<file path="config.mk">
export PLATFORM = sky130hd
export DESIGN_NAME = sysreg_lane_bank
export DESIGN_NICKNAME = d
export VERILOG_FILES = /design/src/rtl/sysreg_pkg.sv /design/src/rtl/lane_policy.sv /design/src/rtl/reg_slot.sv /design/src/rtl/sysreg_lane_bank.sv
export SDC_FILE = /design/constraint.sdc
export NUM_CORES = 1
export LEC_CHECK = 0
export BUFFER_PORTS_ARGS = -buffer_cell sky130_fd_sc_hd__buf_2
export CAP_MARGIN = 40
export CORE_MARGIN = 5
export CORE_UTILIZATION = 40
export DETAILED_ROUTE_END_ITERATION = 10
export GPL_TIMING_DRIVEN = 0
export PLACE_DENSITY_LB_ADDON = 0.05
export SLEW_MARGIN = 40
export SYNTH_ARGS = -nofsm -noshare
export SYNTH_HDL_FRONTEND = slang
export SYNTH_SLANG_ARGS = --single-unit
export TNS_END_PERCENT = 20
</file>
<file path="constraint.sdc">
create_clock -name clk -period 5.21 [get_ports clk]
set_input_delay 1.042 -clock clk [delete_from_list [all_inputs] [get_ports clk]]
set_output_delay 1.042 -clock clk [all_outputs]
set_load 0.03 [all_outputs]
</file>
<file path="src/rtl/sysreg_pkg.sv">
package sysreg_pkg;

  localparam int NUM_SLOTS = 6;

  localparam int SLOT_IRQ  = 0;
  localparam int SLOT_STK  = 1;
  localparam int SLOT_MERR = 2;
  localparam int SLOT_CTRL = 3;

  typedef enum logic [1:0] {
    LANE_SHIFT_ODD, // even byte dropped, odd byte lands high with low zeroed
    LANE_LOW_ONLY,  // odd byte dropped, even byte lands low
    LANE_PLACE,     // byte lands in its own half, other half zero
    LANE_MERGE      // byte lands in its own half, other half kept
  } lane_pol_e;

  function automatic lane_pol_e slot_policy(int idx);
    case (idx)
      SLOT_IRQ, SLOT_STK: return LANE_SHIFT_ODD;
      SLOT_MERR:          return LANE_PLACE;
      SLOT_CTRL:          return LANE_LOW_ONLY;
      default:            return LANE_MERGE;
    endcase
  endfunction

  function automatic logic [63:0] slot_mask(int idx, int w);
    logic [63:0] all_ones;
    logic [63:0] low_half;
    all_ones = (64'd1 << w) - 64'd1;
    low_half = (64'd1 << (w / 2)) - 64'd1;
    case (idx)
      SLOT_STK:  return all_ones ^ low_half;
      SLOT_CTRL: return low_half;
      default:   return all_ones;
    endcase
  endfunction

  function automatic bit slot_clears(int idx);
    return idx == SLOT_MERR;
  endfunction

endpackage

</file>
<file path="src/rtl/lane_policy.sv">
module lane_policy
  import sysreg_pkg::*;
#(
  parameter int          DATA_W = 16,
  parameter lane_pol_e   POLICY = LANE_MERGE,
  parameter logic [DATA_W-1:0] WMASK = '1,
  parameter bit          CLEAR_MODE = 1'b0
) (
  input  logic [DATA_W-1:0] cur,
  input  logic [DATA_W-1:0] wdata,
  input  logic              byte_acc,
  input  logic              odd_acc,
  output logic              take,
  output logic [DATA_W-1:0] nxt
);
  localparam int HALF = DATA_W / 2;

  logic [HALF-1:0]   lo_byte;
  logic [DATA_W-1:0] image;

  assign lo_byte = wdata[HALF-1:0];

  always_comb begin
    take  = 1'b1;
    image = wdata;
    if (byte_acc) begin
      case (POLICY)
        LANE_SHIFT_ODD: begin
          take  = odd_acc;
          image = {lo_byte, {HALF{1'b0}}};
        end
        LANE_LOW_ONLY: begin
          take  = !odd_acc;
          image = {{HALF{1'b0}}, lo_byte};
        end
        LANE_PLACE: begin
          image = odd_acc ? {lo_byte, {HALF{1'b0}}} : {{HALF{1'b0}}, lo_byte};
        end
        default: begin
          image = odd_acc ? {lo_byte, cur[HALF-1:0]} : {cur[DATA_W-1:HALF], lo_byte};
        end
      endcase
    end
  end

  generate
    if (CLEAR_MODE) begin : g_clear
      assign nxt = cur & ~(image & WMASK);
    end else begin : g_load
      assign nxt = image & WMASK;
    end
  endgenerate

endmodule

</file>
<file path="src/rtl/reg_slot.sv">
module reg_slot
  import sysreg_pkg::*;
#(
  parameter int          DATA_W = 16,
  parameter lane_pol_e   POLICY = LANE_MERGE,
  parameter logic [DATA_W-1:0] WMASK = '1,
  parameter bit          CLEAR_MODE = 1'b0
) (
  input  logic              clk,
  input  logic              rst,
  input  logic              hit,
  input  logic              byte_acc,
  input  logic              odd_acc,
  input  logic [DATA_W-1:0] wdata,
  input  logic [DATA_W-1:0] set_bits,
  output logic [DATA_W-1:0] q
);
  logic              take;
  logic [DATA_W-1:0] nxt;

  lane_policy #(
    .DATA_W(DATA_W), .POLICY(POLICY), .WMASK(WMASK), .CLEAR_MODE(CLEAR_MODE)
  ) u_pol (
    .cur(q), .wdata(wdata), .byte_acc(byte_acc), .odd_acc(odd_acc),
    .take(take), .nxt(nxt)
  );

  always_ff @(posedge clk) begin
    if (rst) q <= '0;
    else     q <= ((hit && take) ? nxt : q) | set_bits;
  end

  // set bits are visible on the next cycle regardless of any write
  p_set_wins_r5: assert property (@(posedge clk) disable iff (rst)
    1'b1 |=> ((q & $past(set_bits)) == $past(set_bits)));

endmodule

</file>
<file path="src/rtl/sysreg_lane_bank.sv">
module sysreg_lane_bank
  import sysreg_pkg::*;
#(
  parameter int DATA_W = 16,
  parameter int ADDR_W = 5
) (
  input  logic              clk,
  input  logic              rst,
  input  logic              req_valid,
  input  logic              req_write,
  input  logic              req_byte,
  input  logic [ADDR_W-1:0] req_addr,
  input  logic [DATA_W-1:0] req_wdata,
  input  logic [DATA_W-1:0] err_set,
  output logic              rsp_ack,
  output logic              rsp_err,
  output logic [DATA_W-1:0] rsp_rdata
);
  localparam int SEL_W = ADDR_W - 1;
  localparam int HALF  = DATA_W / 2;

  logic [SEL_W-1:0]  sel;
  logic              odd_acc;
  logic              byte_wr;
  logic              mapped;
  logic [DATA_W-1:0] rd_word;
  logic [DATA_W-1:0] slot_q [NUM_SLOTS];

  assign sel     = req_addr[ADDR_W-1:1];
  assign odd_acc = req_addr[0];
  assign byte_wr = req_write && req_byte;

  generate
    for (genvar i = 0; i < NUM_SLOTS; i++) begin : g_slot
      localparam lane_pol_e         POL  = slot_policy(i);
      localparam logic [63:0]       MSK  = slot_mask(i, DATA_W);
      localparam bit                CLR  = slot_clears(i);
      logic              hit;
      logic [DATA_W-1:0] set_bits;

      assign hit      = req_valid && req_write && (sel == SEL_W'(i));
      assign set_bits = CLR ? err_set : '0;

      reg_slot #(
        .DATA_W(DATA_W), .POLICY(POL), .WMASK(MSK[DATA_W-1:0]), .CLEAR_MODE(CLR)
      ) u_reg (
        .clk(clk), .rst(rst), .hit(hit), .byte_acc(byte_wr), .odd_acc(odd_acc),
        .wdata(req_wdata), .set_bits(set_bits), .q(slot_q[i])
      );
    end
  endgenerate

  always_comb begin
    mapped  = 1'b0;
    rd_word = '0;
    for (int i = 0; i < NUM_SLOTS; i++) begin
      if (sel == SEL_W'(i)) begin
        mapped  = 1'b1;
        rd_word = slot_q[i];
      end
    end
  end

  always_ff @(posedge clk) begin
    if (rst) begin
      rsp_ack   <= 1'b0;
      rsp_err   <= 1'b0;
      rsp_rdata <= '0;
    end else begin
      rsp_ack   <= req_valid && mapped;
      rsp_err   <= req_valid && !mapped;
      rsp_rdata <= (req_valid && mapped && !req_write) ? rd_word : '0;
    end
  end

  p_resp_exclusive_r1: assert property (@(posedge clk) disable iff (rst)
    !(rsp_ack && rsp_err));

  p_unmapped_err_r1: assert property (@(posedge clk) disable iff (rst)
    (req_valid && (sel >= SEL_W'(NUM_SLOTS))) |=> (rsp_err && !rsp_ack));

  p_idle_quiet_r2: assert property (@(posedge clk) disable iff (rst)
    !req_valid |=> (!rsp_ack && !rsp_err));

  p_stk_low_zero_r4: assert property (@(posedge clk) disable iff (rst)
    (req_valid && !req_write && (sel == SEL_W'(SLOT_STK)))
      |=> (rsp_rdata[HALF-1:0] == '0));

  p_ctrl_high_zero_r6: assert property (@(posedge clk) disable iff (rst)
    (req_valid && !req_write && (sel == SEL_W'(SLOT_CTRL)))
      |=> (rsp_rdata[DATA_W-1:HALF] == '0));

endmodule

</file>
==> flow_results.org <==
** Run status
- Run status :: complete, no violations

** STA
- Setup violations remaining at the end of the flow were counted as 0.
- Period utilization :: 52.2%
- Final Hold Vio Count :: 0
- Minimum clock period after layout :: 2.72 ns
- Final total negative setup slack :: 0 ns
- Headroom to the max-slew limit came out at 51.7%.
- At the pin with the least slew margin, the transition time is 0.725 ns.
- Setup repair after global routing left no endpoint under its margin.
- Maximum operating frequency :: 367 MHz
- Worst clock skew :: 0.0116 ns
- Final Max Slew Viols :: 0

** Cells and area
- At the end of the flow, the number of nets in the layout was 592.
- The library cell used most frequently in the layout, excluding fill and tap cells, is sky130_fd_sc_hd__dfxtp_1.
- Leaving out fill and tap cells, the most frequent cells in the layout are sky130_fd_sc_hd__dfxtp_1 (98), sky130_fd_sc_hd__nor2_1 (75), sky130_fd_sc_hd__buf_2 (63).
- Final non-filler cell area :: 4870 um2
- The post-route netlist has 17.3% of its cells at a drive strength greater than 1.
- Relative to the synthesized area, the layout overhead comes to 15.3%.
- Ant diodes :: 0

** Yosys
- Sequential-to-total area share from yosys stat :: 46.5%
- A synthesized cell averages 8.78 um2.
- Fraction of synthesis flops using an asynchronous set or reset pin :: 0%
- Cells after synthesis :: 481
- Synth Register Bits :: 98
- Yosys printed 0 warnings.
- Counting flops with a built-in enable in the synthesized netlist gives 0.
- Summing every instance area after synthesis gives 4220 um2.
- Post-Synthesis Net Count :: 523
- Among all flip-flop cells after synthesis, the most frequent one is sky130_fd_sc_hd__dfxtp_1.
- The synthesized netlist contains 39 unique library cells.

** Clock tree
- TritonCTS built the clock tree.
- Setup bufs post-CTS :: 0
- Post-cts resize count :: 0
- Clock Pin Slew Worst Setup and Hold Paths :: 0.09 ns
- Clock insertion delay at the later pin of the skew report :: 0.37 ns
- Number of buffers added to fix hold violations after cts :: 0
- The clock drives 98 sinks.
- No sink is reached through more buffers than the 2 on the longest clock path.
- Counting the buffers created by CTS gives 9.
- In this run the number of H-tree levels came out at 3.
- In this run the clock root is driven by a sky130_fd_sc_hd__clkbuf_8.

** Route
- The detailed router finished its first iteration with 231 violations.
- Wires add up to 12700 um.
- Number of optimization iterations in the first detailed-route pass :: 5
- DRC violation count after routing :: 0
- Number of nets with antenna violations after detailed routing :: 0
- In the routed layout, each cell is associated on average with a via count of 5.43.
- The detailed router placed 3750 vias in this run.
- Final routed wire length divided by cell count :: 18.4 um

** Critical path
- Cell type with the highest occurrence count on the critical path :: sky130_fd_sc_hd__nor2_1
- Crit-path slowest cell :: sky130_fd_sc_hd__nor2_1
- The largest single stage delay on the critical path is 0.65 ns.
- Critical Path Fanout Max :: 9
- The worst setup path is of the input pin to flip-flop kind.
- Launching element type of the critical path :: input pin
- Setup crit end kind :: flip-flop
- Required time of the worst setup path :: 5.44 ns
- For the worst setup path, the data arrival time is 2.95 ns.
- Crit-path cells :: buf_2 > nor2_1 > nand3b_1 > nor2_1 > a311oi_1

** Global routing
- Entering global routing, the biggest net connects 19 pins.
- The first global-routing pass estimated 20500 um of wire.
- After global routing the overflow that remains totals 0.
- Number of global-route vias before repair :: 3830
- Antenna violations before repair :: 0
- Across every metal layer, demand over resource in global routing totals 20.5%.

** Power and ir drop
- Power per cell area :: 285 nW/um2
- For this design the static power due to leakage is 0.00202 uW.
- VDD sags by at most 0.146 mV.

** Place
- After detailed placement, the total cell area comes to 4680 um2.
- DP HPWL :: 9310 um
- Count of buffers from port buffering :: 58
- The congestion estimate from routability-driven global placement came to 0.864.

** Die
- The die covers 12700 um2.
- Number of standard-cell rows in the floorplan :: 37
- The die is 113 um tall.
- Std-Cell Core Area :: 10300 um2
- For this configuration, the core starts out at a cell density of 40.9%.
- The floorplan step set the die width to 113 um.
- For this design the top-level I/O count stands at 60.

** Flow run
- Max-cap violations :: 0

** Min path
- The worst hold path belongs to the class flip-flop to flip-flop.
## cells in the mapped netlist (3+ instances only)
cell type	number	area share, %
sky130_fd_sc_hd__nand2_1	12	1.1
sky130_fd_sc_hd__o211a_1	8	1.9
sky130_fd_sc_hd__a311oi_1	8	1.7
sky130_fd_sc_hd__a22oi_1	8	1.4
sky130_fd_sc_hd__mux2i_1	32	7.6
sky130_fd_sc_hd__buf_2	5	0.59
sky130_fd_sc_hd__inv_1	24	2.1
sky130_fd_sc_hd__clkbuf_1	22	2.0
sky130_fd_sc_hd__a21oi_1	33	3.9
sky130_fd_sc_hd__o21ai_0	48	5.7
sky130_fd_sc_hd__nor4_1	8	1.2
sky130_fd_sc_hd__o21a_1	8	1.4
sky130_fd_sc_hd__nor3_1	16	1.9
sky130_fd_sc_hd__a211oi_1	30	5.3
sky130_fd_sc_hd__buf_4	3	0.53
sky130_fd_sc_hd__nor2_1	75	6.7
sky130_fd_sc_hd__nand3_1	16	1.9
sky130_fd_sc_hd__dfxtp_1	98	46
## critical path, delay by kind of cell
family	cells	cell delay, ns
buffers and inverters	1	0.14
AOI/OAI and AO/OA	1	0.18
and+or+nand+nor	3	1.58
## flip-flops by register name (all words and copies together) (netlist names)
signal,count
g_slot.u_reg.q,80
rsp_rdata,16
rsp_ack,1
rsp_err,1
## metrics by stage
step / utilization (%) / setup slack (ns) / total power (uW) / hold WS [ns] / instances
2_1_floorplan: - / 2.84 / 870 / 0.432 / 481
3_3_place_gp: 45.4 / 2.12 / 934 / 0.439 / 675
3_5_place_dp: 45.4 / 2.05 / 935 / 0.446 / 675
4_1_cts: 47.1 / 2.47 / 1400 / 0.459 / 691
5_1_grt: 47.1 / 2.35 / 1450 / 0.487 / 691
6_report: 47.1 / 2.49 / 1390 / 0.456 / 691
## where the power goes
part | total, uW | switching (uW) | internal [uW]
logic | 149 | 101 | 48.2
registers | 769 | 6.67 | 763
clock network | 470 | 288 | 182
total | 1390 | 395 | 993
## final cells by class
type | instances | area, um2
plain buffers | 34 | 160
clock buffers | 9 | 124
clock inverters | 7 | 60.1
fillers | 1050 | 5460
inverters | 24 | 90.1
multi-input cells | 325 | 2010
flip-flops and latches | 98 | 1960
well taps | 136 | 170
repair buffers | 58 | 290
## worst paths after layout
path,startpoint,end,slack (ns),cells past startpoint
worst max-delay path,req_addr[4],g_slot[2].u_reg.q[2]$_SDFF_PP0_,2.49,5
worst min-delay path,g_slot[0].u_reg.q[7]$_SDFFE_PP0P_,g_slot[0].u_reg.q[7]$_SDFFE_PP0P_,0.46,2
worst min register to register,g_slot[0].u_reg.q[7]$_SDFFE_PP0P_,g_slot[0].u_reg.q[7]$_SDFFE_PP0P_,0.46,2
worst max register to register,g_slot[2].u_reg.q[6]$_SDFF_PP0_,rsp_rdata[6]$_SDFF_PP0_,4.13,4
## per-layer routing
layer  GRT usage (%)  vias up  wire [um]
li1                -     1851          -
met1            25.5     1781       5520
met2            35.7      100       6300
met3            3.80       18        653
met4            6.81        0        235
met5               0        -          0
## logic make-up after synthesis
| family | synth area share [%] |
|---|---|
| simple gates | 18.1 |
| compound gates | 21.9 |
| flops | 46.5 |
| buf+inv | 5.93 |
| mux | 7.59 |
Note: power is estimated with default switching activity, not from simulation.
